<file path="src/rtl/ovs_cdr_pkg.sv">
package ovs_cdr_pkg;

  // Width needed to hold a countdown of either reload value.
  function automatic int timer_width(input int period, input int offset);
    int mx;
    mx = (period > offset) ? period : offset;
    return (mx > 2) ? $clog2(mx) : 1;
  endfunction

endpackage

</file>
<file path="src/rtl/ovs_line_sync.sv">
module ovs_line_sync #(
  parameter int STAGES = 2
) (
  input  logic clk,
  input  logic rst,
  input  logic line_async,
  output logic line_sync
);

  logic [STAGES-1:0] chain;

  generate
    for (genvar g = 0; g < STAGES; g++) begin : g_stage
      if (g == 0) begin : g_first
        always_ff @(posedge clk) begin
          if (rst) chain[0] <= 1'b0;
          else     chain[0] <= line_async;
        end
      end else begin : g_next
        always_ff @(posedge clk) begin
          if (rst) chain[g] <= 1'b0;
          else     chain[g] <= chain[g-1];
        end
      end
    end
  endgenerate

  assign line_sync = chain[STAGES-1];

endmodule

</file>
<file path="src/rtl/ovs_edge_detect.sv">
module ovs_edge_detect (
  input  logic clk,
  input  logic rst,
  input  logic level,
  output logic toggled
);

  logic level_q;

  always_ff @(posedge clk) begin
    if (rst) level_q <= 1'b0;
    else     level_q <= level;
  end

  assign toggled = level ^ level_q;

endmodule

</file>
<file path="src/rtl/ovs_phase_timer.sv">
module ovs_phase_timer
  import ovs_cdr_pkg::*;
#(
  parameter int PERIOD = 5,
  parameter int OFFSET = 3
) (
  input  logic clk,
  input  logic rst,
  input  logic realign,
  output logic fire
);

  localparam int W = timer_width(PERIOD, OFFSET);
  localparam logic [W-1:0] EDGE_LOAD = W'(OFFSET - 1);
  localparam logic [W-1:0] RUN_LOAD  = W'(PERIOD - 1);

  logic         armed;
  logic [W-1:0] count;

  assign fire = armed && (count == '0);

  always_ff @(posedge clk) begin
    if (rst) begin
      armed <= 1'b0;
      count <= '0;
    end else if (realign) begin
      armed <= 1'b1;
      count <= EDGE_LOAD;
    end else if (fire) begin
      count <= RUN_LOAD;
    end else if (armed) begin
      count <= count - 1'b1;
    end
  end

endmodule

</file>
<file path="src/rtl/oversample_cdr.sv">
module oversample_cdr #(
  parameter int OSR         = 5,
  parameter int EDGE_OFFSET = 3,
  parameter int SYNC_STAGES = 2
) (
  input  logic clk,
  input  logic rst,
  input  logic serial_in,
  output logic bit_out,
  output logic bit_valid
);

  logic line_s;
  logic edge_seen;
  logic take_sample;

  ovs_line_sync #(.STAGES(SYNC_STAGES)) u_sync (
    .clk        (clk),
    .rst        (rst),
    .line_async (serial_in),
    .line_sync  (line_s)
  );

  ovs_edge_detect u_edge (
    .clk     (clk),
    .rst     (rst),
    .level   (line_s),
    .toggled (edge_seen)
  );

  ovs_phase_timer #(.PERIOD(OSR), .OFFSET(EDGE_OFFSET)) u_timer (
    .clk     (clk),
    .rst     (rst),
    .realign (edge_seen),
    .fire    (take_sample)
  );

  always_ff @(posedge clk) begin
    if (rst) begin
      bit_valid <= 1'b0;
      bit_out   <= 1'b0;
    end else begin
      bit_valid <= take_sample;
      if (take_sample) bit_out <= line_s;
    end
  end

endmodule

</file>
<file path="config.mk">
export PLATFORM = sky130hd
export DESIGN_NAME = oversample_cdr
export DESIGN_NICKNAME = d
export VERILOG_FILES = /design/src/rtl/ovs_cdr_pkg.sv /design/src/rtl/ovs_line_sync.sv /design/src/rtl/ovs_edge_detect.sv /design/src/rtl/ovs_phase_timer.sv /design/src/rtl/oversample_cdr.sv
export SDC_FILE = /design/constraint.sdc
export NUM_CORES = 1
export LEC_CHECK = 0
export BUFFER_PORTS_ARGS = -buffer_cell sky130_fd_sc_hd__buf_2
export CAP_MARGIN = 15
export CORE_AREA = 4 4 41 43
export CTS_CLUSTER_SIZE = 30
export DETAILED_ROUTE_END_ITERATION = 8
export DIE_AREA = 0 0 45 47
export GPL_ROUTABILITY_DRIVEN = 0
export PLACE_DENSITY = 0.48
export SLEW_MARGIN = 15
export SYNTH_ARGS = -nofsm -noshare
export SYNTH_HDL_FRONTEND = slang
export SYNTH_SLANG_ARGS = --single-unit
export TNS_END_PERCENT = 30
</file>
<file path="constraint.sdc">
create_clock -name clk -period 3.8 [get_ports clk]
set_input_delay 0.76 -clock clk [delete_from_list [all_inputs] [get_ports clk]]
set_output_delay 0.76 -clock clk [all_outputs]
set_load 0.01 [all_outputs]
</file>
==> After elaboration in Yosys (flattened, before gate mapping) <==
Index checks and enable logic that the tools add are counted.
Widths: inputs -> output; s select.
{ "word_totals": {"input_bits": 3, "ff_bits": 9, "word_cells": 20} }
{ "op_classes": {"bitwise": 1, "n_addsub": 1, "n_reduce_logical": 6, "mux": 3} }
{ "op_table": {"columns": ["operator", "n"], "rows": [
  ["$mux 3", 2],
  ["$logic_not 3->1", 1],
  ["$reduce_bool 3->1", 1],
  ["$reduce_or 3->1", 1],
  ["$sub 3x1->3 const B", 1],
  ["$mux 2", 1],
  ["$reduce_bool 2->1", 1],
  ["$reduce_or 2->1", 1],
  ["$logic_and 1x1->1", 1],
  ["$xor 1x1->1", 1]
]} }

==> Depth between registers and ports, before layout <==
Gate-level depths: netlist of run 1.
{ "logic_depth": {"depth_word": 4, "mapped_depth": 5} }

==> Hierarchy <==
Synthesis of run 1 repeated with hierarchy kept, for this count alone.
{ "hier_totals": {"cells_unflattened": 34, "hier_area_um2": 349.1} }
{ "modules_own_cells": {"columns": ["mod", "area_each_um2", "n_inst", "cells_per_inst"], "rows": [
  ["ovs_phase_timer", 201.4, 1, 22],
  ["oversample_cdr", 60.1, 1, 5],
  ["ovs_line_sync", 52.6, 1, 4],
  ["ovs_edge_detect", 35.0, 1, 3]
]} }

==> Least setup slack after synthesis of run 1 <==
No wires, ideal clock.
{ "synth_path": {"kind": "input-to-reg", "startpoint": "in rst", "endpoint": "reg u_timer.count[2]", "setup_time_ns": 0.112, "stages": 2, "t_arrival_ns": 1.255, "path_buffers": 1, "setup_slack_ns": 2.433, "cell_sequence": "clkbuf_1 > a2111oi_1"} }
{ "synth_via": {"elab_chain_len": 1} }
{ "synth_lines": {"columns": ["item", "line_no", "rtl"], "rows": [
  ["start, declared", "oversample_cdr.sv:7", "input logic rst,"],
  ["$reduce_or 2->1 (no source line)", null, null],
  ["end signal, assigned", "ovs_phase_timer.sv:32", "count <= count - 1'b1;"],
  ["end, declared", "ovs_phase_timer.sv:18", "logic [W-1:0] count;"]
]} }
Every way passes these cells.
A chain may end at the register's enable or synchronous reset.

==> Worst setup path after layout of run 1 <==
{ "layout_path": {"startpoint": "reg u_timer.count[0]", "endpoint": "reg u_timer.count[0]"} }
{ "layout_via": {"elab_chain_len": 3, "elab_cells_between_ends": 4, "classes_between": "add/sub (1); reduce/logical (3)"} }
{ "layout_lines": {"columns": ["item"], "rows": [
  ["branches (longest 3 deep; another with $sub 3x1->3)"]
]} }
Parallel ways; which one is timed is not known.

==> flow_metrics.env, run 1 <==
export IMPL_cp_arrival_ns=1.65
export IMPL_final_area_sq_um=422
export IMPL_slew_headroom_pct=81.2
export IMPL_crit_top_cell="ha_1"
export IMPL_root_buffer="clkbuf_4"
export IMPL_max_freq_mhz=677
export IMPL_synth_avg_cell_area_sq_um=10.3
export IMPL_detail_route_first_pass_iterations=2
export IMPL_power_density_nw_per_um2=462
export IMPL_antenna_cells=0
export IMPL_min_period_over_period_pct=38.8
export IMPL_clk_pin_slew_ns=0.06
export IMPL_synth_most_common_cell="dfxtp_1"
export IMPL_setup_viol=0
export IMPL_synth_edf_count=0
export IMPL_use_met1_pct=6.42
export IMPL_post_cts_buffers=0
export IMPL_num_vias=257
export IMPL_drc_errors=0
export IMPL_finClkSkew_ns=0.00663
export IMPL_dp_hpwl_um=437
export IMPL_wire_per_inst_um=10.2
export IMPL_path_class="reg -> reg"
export IMPL_numPortBuffers=4
export IMPL_drive_gt1_share_pct=21.4
export IMPL_leakage_uw=0.000169
export IMPL_grt_use_met3_pct=2.30
export IMPL_min_period_ns=1.48
export IMPL_grt_first_pass_wirelength_um=1020
export IMPL_cts_resized=0
export IMPL_syn_area_sq_um=360
export IMPL_hold_path_class="reg -> reg"
export IMPL_crit_chain="inv_1, ha_1, ha_1, or3b_1, a211oi_2"
export IMPL_grtUsageTotal_pct=7.05
export IMPL_fp_dieH_um=47
export IMPL_setup_tns_ns=0
export IMPL_ys_seq_area_share_pct=50.0
export IMPL_numCtsBuffers=3
export IMPL_area_growth_pct=17.0
export IMPL_ys_seq_elements=9
export IMPL_grt_overflow_total=0
export IMPL_yosys_area_top_type_share_pct=50.0
export IMPL_syn_nets=40
export IMPL_synth_largest_area_cell="dfxtp_1"
export IMPL_place_area_sq_um=395
export IMPL_hold_buffers=0
export IMPL_hold_viol_final=0
export IMPL_insertion_delay_ns=0.26
export IMPL_max_stage_delay_ns=0.38
export IMPL_cts_tree="yes"
export IMPL_worstPathRequired_ns=3.98
export IMPL_numClockSinks=9
export IMPL_nNetsFinal=48
export IMPL_drt_total_wl_um=580
export IMPL_ioPinCount=5
export IMPL_vdd_drop_max_uv=158
export IMPL_synthArstFlopShare_pct=0
export IMPL_via_per_inst=4.51
export IMPL_ys_top_cells_by_count="9 x dfxtp_1, 4 x inv_1, 3 x nor2b_1"
export IMPL_antenna_found_initial=0
export IMPL_grt_max_degree=10
export IMPL_initial_core_util_pct=27.7
export IMPL_core_area_sq_um=1300
export IMPL_ant_nets=0
export IMPL_fp_dieW_um=45
export IMPL_total_power_uw=195
export IMPL_netlist_instances=35
export IMPL_rsz0062_at_grt="false"
export IMPL_maxCapViolCount=0
export IMPL_grt_pass1_vias=258
export IMPL_cp_max_fo=6
export IMPL_synth_cell_types=18
export IMPL_status="complete, no violations"
export IMPL_start_kind="flop"
export IMPL_busiest_layer="met2"
export IMPL_end_kind="flop"
export IMPL_slowest_stage="or3b_1"
export IMPL_h_tree_depth=1
export IMPL_worst_slew_pin_slew_ns=0.281
export IMPL_drt_iter0_markers=1
export IMPL_ys_flop_type="dfxtp_1"
export IMPL_use_met2_pct=12.1
export IMPL_ys_warn_count=0
export IMPL_whs_ns=0.453
export IMPL_rows=13
export IMPL_cts_path_max_buffers=2
export IMPL_drv_slew=0
export IMPL_die_area_sq_um=2120
export IMPL_synth_area_leaders="dfxtp_1 50%, ha_1 6.9%, nor2b_1 5.2%"
==> metal layers <==
layer / wire (um) / up-vias
li1: - / 130
met1: 221 / 119
met2: 314 / 6
met3: 27 / 2
met4: 17 / 0
met5: 0 / -
==> critical path: cells and delay by family (launching register included) <==
| kind | cells | cell delay [ns] |
|---|---|---|
| AO/OA/AOI/OAI | 1 | 0.18 |
| AND/OR/NAND/NOR | 1 | 0.38 |
| flip-flops | 1 | 0.34 |
| buffers and inverters | 1 | 0.05 |
| adder cells (fa/ha/maj) | 2 | 0.44 |
==> cells by family (layout without fill, tap and decap cells) <==
logic type                 count (synthesis)  after routing  synth area share, %
DFF                                        9              9                 50.0
and+or+nand+nor                           11             11                 19.4
xor gates and xnor gates                   2              2                 4.86
adders and majority gates                  2              2                 6.94
AOI/OAI and AO/OA                          6              6                 13.5
buffers and inverters                      5             12                 5.21
==> layout make-up <==
| class | count | area [sq um] |
|---|---|---|
| Fill cell | 149 | 880 |
| Sequential cell | 9 | 180 |
| Multi-Input combinational cell | 21 | 161 |
| Clock buffer | 4 | 26.3 |
| Timing Repair Buffer | 4 | 20.0 |
| Tap cell | 15 | 18.8 |
| Inverter | 4 | 15.0 |
==> cells in the final DEF (no fill, tap or decap) <==
master and instances:
dfxtp_1 9, inv_1 4, buf_2 4, nor2b_1 3
clkbuf_4 3, a21oi_1 2, or3b_1 2, nand2b_1 2
ha_1 2, nand3_1 1, a21bo_2 1, nand2_1 1
nor2_1 1, xor2_1 1, and3b_1 1, a2111oi_1 1
a211oi_2 1, xnor2_1 1, a31oi_1 1, clkbuf_1 1
==> sequential cells by signal, indices dropped and copies added, names as in the netlist <==
signal / flops
bit_valid: 1
u_timer.count: 3
u_sync.line_sync: 1
bit_out: 1
u_edge.level_q: 1
u_timer.armed: 1
u_sync.chain: 1
==> metrics by stage <==
stage	setup slack (ns)	instances	util [%]
3_5_place_dp	2.31	53	30.4
2_1_floorplan	2.43	35	-
6_report	2.32	57	32.4
4_1_cts	2.29	57	32.4
5_1_grt	2.24	57	32.4
3_3_place_gp	2.37	53	30.4
==> path summary, 6_finish.rpt <==
path,start,end,slack (ns),depth (start not counted)
setup reg to reg,u_timer.count[0]$_SDFFE_PP0P_,u_timer.count[0]$_SDFFE_PP0P_,2.32,5
hold reg to reg,u_sync.chain[0]$_SDFF_PP0_,u_sync.line_sync$_SDFF_PP0_,0.45,1
hold / removal,u_sync.chain[0]$_SDFF_PP0_,u_sync.line_sync$_SDFF_PP0_,0.45,1
setup / recovery,u_timer.count[0]$_SDFFE_PP0P_,u_timer.count[0]$_SDFFE_PP0P_,2.32,5
==> where the power goes <==
part / internal [uW] / total (uW) / switching, uW
clock: 40.4 / 73.0 / 32.6
sequential: 99.3 / 103 / 3.44
combinational: 9.10 / 19.2 / 10.1
total: 149 / 195 / 46.1
Note: power is estimated with default switching activity, not from simulation.
==> inputs of run 2 (changes only) <==
==> constraint.sdc (replaced) <==
create_clock -name clk -period 1.5 [get_ports clk]
set_input_delay 0.3 -clock clk [delete_from_list [all_inputs] [get_ports clk]]
set_output_delay 0.3 -clock clk [all_outputs]
set_load 0.01 [all_outputs]
==> run 2 against run 1 <==
Compared with the run above:
- combinational power rose to 2.6 times the previous value
- non-clock buffer count unchanged
- total power rose to 2.5 times the previous value
- wire length down 1.2%
- via count down 1.9%
- critical path type unchanged
==> flow_metrics.env, run 2 (synthesis gave the netlist of run 1 again) <==
export IMPL_status="complete, no violations"
export IMPL_fp_dieW_um=45
export IMPL_final_common_cell="dfxtp_1"
export IMPL_drt_iter0_markers=1
export IMPL_use_met1_pct=4.60
export IMPL_startpoint="u_timer.count[0]$_SDFFE_PP0P_"
export IMPL_core_area_sq_um=1300
export IMPL_clk_pin_slew_ns=0.06
export IMPL_leakage_uw=0.000168
export IMPL_cp_arrival_ns=1.59
export IMPL_final_util_pct=32.6
export IMPL_ff2ff_setup_slack_ns=0.09
export IMPL_antenna_cells=0
export IMPL_hold_path_class="in -> reg"
export IMPL_drive_gt1_share_pct=23.8
export IMPL_r2r_end="u_timer.count[0]$_SDFFE_PP0P_"
export IMPL_grt_overflow_total=0
export IMPL_drv_slew=0
export IMPL_maxCapViolCount=0
export IMPL_endpoint="u_timer.count[0]$_SDFFE_PP0P_"
export IMPL_grt_max_degree=10
export IMPL_setup_tns_ns=0
export IMPL_antenna_found_initial=0
export IMPL_cts_path_max_buffers=2
export IMPL_busiest_layer="met2"
export IMPL_cp_max_fo=6
export IMPL_fp_dieH_um=47
export IMPL_rows=13
export IMPL_ioPinCount=5
export IMPL_start_kind="flop"
export IMPL_drt_total_wl_um=573
export IMPL_layout_common_cells="9 x dfxtp_1, 4 x inv_1, 4 x buf_2"
export IMPL_dp_worst_setup_slack_ns=0.0237
export IMPL_post_cts_buffers=0
export IMPL_power_density_nw_per_um2=1150
export IMPL_via_per_inst=4.42
export IMPL_detail_route_first_pass_iterations=2
export IMPL_numCtsBuffers=3
export IMPL_max_freq_mhz=708
export IMPL_worstPathRequired_ns=1.68
export IMPL_numPortBuffers=4
export IMPL_whs_ns=0.259
export IMPL_regMostFlops="u_timer.count"
export IMPL_min_period_over_period_pct=94.1
export IMPL_cts_tree="yes"
export IMPL_ant_nets=0
export IMPL_dp_hpwl_um=436
export IMPL_total_power_uw=488
export IMPL_r2r_cells=5
export IMPL_vdd_drop_max_uv=492
export IMPL_slew_headroom_pct=81.0
export IMPL_root_buffer="clkbuf_4"
export IMPL_worst_slew_pin_slew_ns=0.285
export IMPL_rsz0062_at_grt="false"
export IMPL_numClockSinks=9
export IMPL_grtUsageTotal_pct=6.34
export IMPL_cts_resized=0
export IMPL_end_kind="flop"
export IMPL_largest_register_ffs=3
export IMPL_die_area_sq_um=2120
export IMPL_num_vias=252
export IMPL_area_growth_pct=17.7
export IMPL_wire_per_inst_um=10.1
export IMPL_hold_buffers=0
export IMPL_finClkSkew_ns=0.000776
export IMPL_grt_pass1_vias=255
export IMPL_grt_first_pass_wirelength_um=931
export IMPL_initial_core_util_pct=27.7
export IMPL_hold_viol_final=0
export IMPL_r2r_start="u_timer.count[0]$_SDFFE_PP0P_"
export IMPL_setup_viol=0
export IMPL_min_period_ns=1.41
export IMPL_setup_slack_ns=0.0879
export IMPL_use_met2_pct=12.4
export IMPL_nNetsFinal=48
export IMPL_path_class="reg -> reg"
export IMPL_grt_use_met3_pct=2.68
export IMPL_h_tree_depth=1
export IMPL_drc_errors=0
export IMPL_insertion_delay_ns=0.25
-- run 2: final cells by class --
type / instances / area, sq um
Inverter: 4 / 15.0
Fill cell: 143 / 877
Tap cell: 15 / 18.8
Multi-Input combinational cell: 21 / 164
Sequential cell: 9 / 180
Timing Repair Buffer: 4 / 20.0
Clock buffer: 4 / 26.3
-- run 2: worst min path at each step --
stage,start,endpoint,slack (ns),depth (start not counted)
4_1_cts,serial_in,u_sync.chain[0]$_SDFF_PP0_,0.25,2
5_1_grt,serial_in,u_sync.chain[0]$_SDFF_PP0_,0.28,2
3_3_place_gp,u_sync.chain[0]$_SDFF_PP0_,u_sync.line_sync$_SDFF_PP0_,0.43,1
2_1_floorplan,u_sync.chain[0]$_SDFF_PP0_,u_sync.line_sync$_SDFF_PP0_,0.41,1
3_5_place_dp,u_sync.chain[0]$_SDFF_PP0_,u_sync.line_sync$_SDFF_PP0_,0.45,1
6_report,serial_in,u_sync.chain[0]$_SDFF_PP0_,0.26,2
-- run 2: where the power goes --
part	leakage, uW	internal [uW]	total, uW	switching (uW)
logic	0.0000792	24.1	49.8	25.8
registers	0.0000736	252	261	8.91
clock network	0.0000150	102	178	75.6
total	0.000168	378	488	110
-- run 2: layer usage --
metal / share of wire (%) / vias up
met5: 0 / -
met4: 0 / 0
met3: 4.9 / 0
met2: 53 / 4
met1: 42 / 119
li1: - / 129
-- run 2: through the flow --
| stage | area (sq um) | std cells |
|---|---|---|
| after CTS | 422 | 57 |
| after global placement | 395 | 53 |
| after detailed placement | 395 | 53 |
| after global routing | 424 | 57 |
| after floorplan | 360 | 35 |
| final | 424 | 57 |
-- run 2: worst max-delay path, cell delays in order (launching register included) --
cell,delay [ns]
dfxtp_1,0.34
inv_1,0.05
ha_1,0.19
ha_2,0.21
or3b_1,0.38
a211oi_2,0.17
==> inputs of run 3 (changes only) <==
--- a/config.mk
+++ b/config.mk
@@ -12,7 +12,7 @@
 export DETAILED_ROUTE_END_ITERATION = 8
 export DIE_AREA = 0 0 45 47
 export GPL_ROUTABILITY_DRIVEN = 0
-export PLACE_DENSITY = 0.48
+export PLACE_DENSITY = 0.55
 export SLEW_MARGIN = 15
 export SYNTH_ARGS = -nofsm -noshare
 export SYNTH_HDL_FRONTEND = slang
==> run 3 against run 2 <==
Compared with the run above:
- first-iteration DRC count unchanged
- non-clock buffer count is 1 higher
- clock skew grew 0.0034 ns
- largest cell class unchanged
==> flow_metrics.env, run 3 (synthesis gave the netlist of run 1 again) <==
export IMPL_finClkSkew_ns=0.00422
export IMPL_crit_top_cell="ha_1"
export IMPL_final_common_cell="dfxtp_1"
export IMPL_drt_total_wl_um=508
export IMPL_cp_arrival_ns=1.57
export IMPL_antenna_found_initial=0
export IMPL_switching_share_pct=22.5
export IMPL_r2r_start="u_timer.count[0]$_SDFFE_PP0P_"
export IMPL_hold_depth=2
export IMPL_leakage_uw=0.000173
export IMPL_clock_power_share_pct=36.4
export IMPL_status="complete, no violations"
export IMPL_h_tree_depth=1
export IMPL_clk_pin_slew_ns=0.06
export IMPL_grt_first_pass_wirelength_um=841
export IMPL_min_period_over_period_pct=92.7
export IMPL_hold_viol_final=0
export IMPL_setup_viol=0
export IMPL_core_area_sq_um=1300
export IMPL_drt_iter0_markers=1
export IMPL_grt_max_degree=10
export IMPL_hold_buffers=0
export IMPL_max_stage_delay_ns=0.37
export IMPL_grt_pass1_vias=210
export IMPL_min_to="u_sync.chain[0]$_SDFF_PP0_"
export IMPL_worstPathRequired_ns=1.68
export IMPL_maxCapViolCount=0
export IMPL_power_frac_comb_pct=10.7
export IMPL_instances_no_fill=58
export IMPL_post_cts_buffers=0
export IMPL_fp_dieH_um=47
export IMPL_antenna_cells=0
export IMPL_fp_dieW_um=45
export IMPL_crit_chain="inv_1, ha_1, ha_1, or3b_1, a211oi_2"
export IMPL_cp_max_fo=3
export IMPL_area_growth_pct=19.1
export IMPL_drc_errors=0
export IMPL_detail_route_first_pass_iterations=2
export IMPL_drv_slew=0
export IMPL_ioPinCount=5
export IMPL_numClockSinks=9
export IMPL_p_seq_share_pct=52.9
export IMPL_die_area_sq_um=2120
export IMPL_r2r_end="u_timer.count[0]$_SDFFE_PP0P_"
export IMPL_internal_power_uw=381
export IMPL_initial_core_util_pct=27.7
export IMPL_insertion_delay_ns=0.25
export IMPL_power_density_nw_per_um2=1150
export IMPL_num_vias=246
export IMPL_slew_headroom_pct=79.9
export IMPL_rows=13
export IMPL_numPortBuffers=4
export IMPL_numCtsBuffers=3
export IMPL_slowest_stage="or3b_1"
export IMPL_wire_per_inst_um=8.76
export IMPL_min_period_ns=1.39
export IMPL_via_per_inst=4.24
export IMPL_fillCellCount=137
export IMPL_drive_gt1_share_pct=23.3
export IMPL_max_freq_mhz=719
export IMPL_cts_path_max_buffers=2
export IMPL_vdd_drop_max_uv=594
export IMPL_end_kind="flop"
export IMPL_worst_slew_pin_slew_ns=0.301
export IMPL_hp_start="serial_in"
export IMPL_grt_overflow_total=0
export IMPL_switchingPower_uw=111
export IMPL_ant_nets=0
export IMPL_setup_tns_ns=0
export IMPL_layout_common_cells="9 x dfxtp_1, 4 x inv_1, 4 x buf_2"
export IMPL_start_kind="flop"
export IMPL_ff2ff_setup_slack_ns=0.11
export IMPL_grtUsageTotal_pct=5.95
export IMPL_regMostFlops="u_timer.count"
export IMPL_rsz0062_at_grt="false"
export IMPL_root_buffer="clkbuf_4"
export IMPL_place_inst=54
export IMPL_r2r_cells=5
export IMPL_cts_tree="yes"
export IMPL_cts_resized=0
export IMPL_path_class="reg -> reg"
export IMPL_nNetsFinal=49
export IMPL_hold_path_class="in -> reg"
export IMPL_largest_register_ffs=3
## run 3: changes by cell type in the layout (fill, tap and decap cells not counted), sizes merged
cell / delta
buf: +1
## run 3: area by class of cell
cell class              instances  area (sq um)  area share [%]
flip-flops and latches          9           180            42.0
well taps                      15          18.8            4.37
multi-input cells              21           161            37.6
repair buffers                  5          27.5            6.41
clock buffers                   4          26.3            6.12
inverters                       4          15.0            3.50
## run 3: how the worst max path moves through the flow
stage	cells past startpoint	endpoint	startpoint
2_1_floorplan	5	u_timer.count[0]$_SDFFE_PP0P_	u_timer.count[0]$_SDFFE_PP0P_
3_3_place_gp	5	u_timer.count[0]$_SDFFE_PP0P_	u_timer.count[0]$_SDFFE_PP0P_
3_5_place_dp	5	u_timer.count[0]$_SDFFE_PP0P_	u_timer.count[0]$_SDFFE_PP0P_
4_1_cts	5	u_timer.count[0]$_SDFFE_PP0P_	u_timer.count[0]$_SDFFE_PP0P_
5_1_grt	5	u_timer.count[0]$_SDFFE_PP0P_	u_timer.count[0]$_SDFFE_PP0P_
6_report	5	u_timer.count[0]$_SDFFE_PP0P_	u_timer.count[0]$_SDFFE_PP0P_
## run 3: power by group through the flow
stage | combinational (uW) | sequential (uW) | clock [uW]
floorplan | 35.6 | 264 | 0
global placement | 52.4 | 266 | 0
detailed placement | 53.4 | 266 | 0
CTS | 54.1 | 260 | 188
global route | 59.2 | 262 | 199
finish | 52.7 | 260 | 179
## run 3: per-stage QoR
step / power, uW / worst slack [ns] / utilization [%] / hold slack [ns] / cell area, sq um
2_1_floorplan: 300 / 0.143 / - / 0.414 / 360
3_3_place_gp: 318 / 0.139 / 31.0 / 0.418 / 403
3_5_place_dp: 319 / 0.105 / 31.0 / 0.429 / 403
4_1_cts: 503 / 0.0889 / 33.0 / 0.253 / 429
5_1_grt: 520 / 0.00599 / 33.0 / 0.274 / 429
6_report: 492 / 0.110 / 33.0 / 0.260 / 429
## run 3: layer usage
layer,GRT usage (%),up-vias,share of wire (%)
met5,0,-,0
met4,5.26,0,0
met3,3.45,0,4.7
met2,7.34,4,42
met1,7.14,110,53
li1,-,132,-
## run 3: critical path: cells and delay by family (launching register included)
family | cells | cell delay [ns]
adder cells (fa/ha/maj) | 2 | 0.40
buffers and inverters | 1 | 0.05
flip-flops | 1 | 0.34
AO/OA/AOI/OAI | 1 | 0.17
AND/OR/NAND/NOR | 1 | 0.37
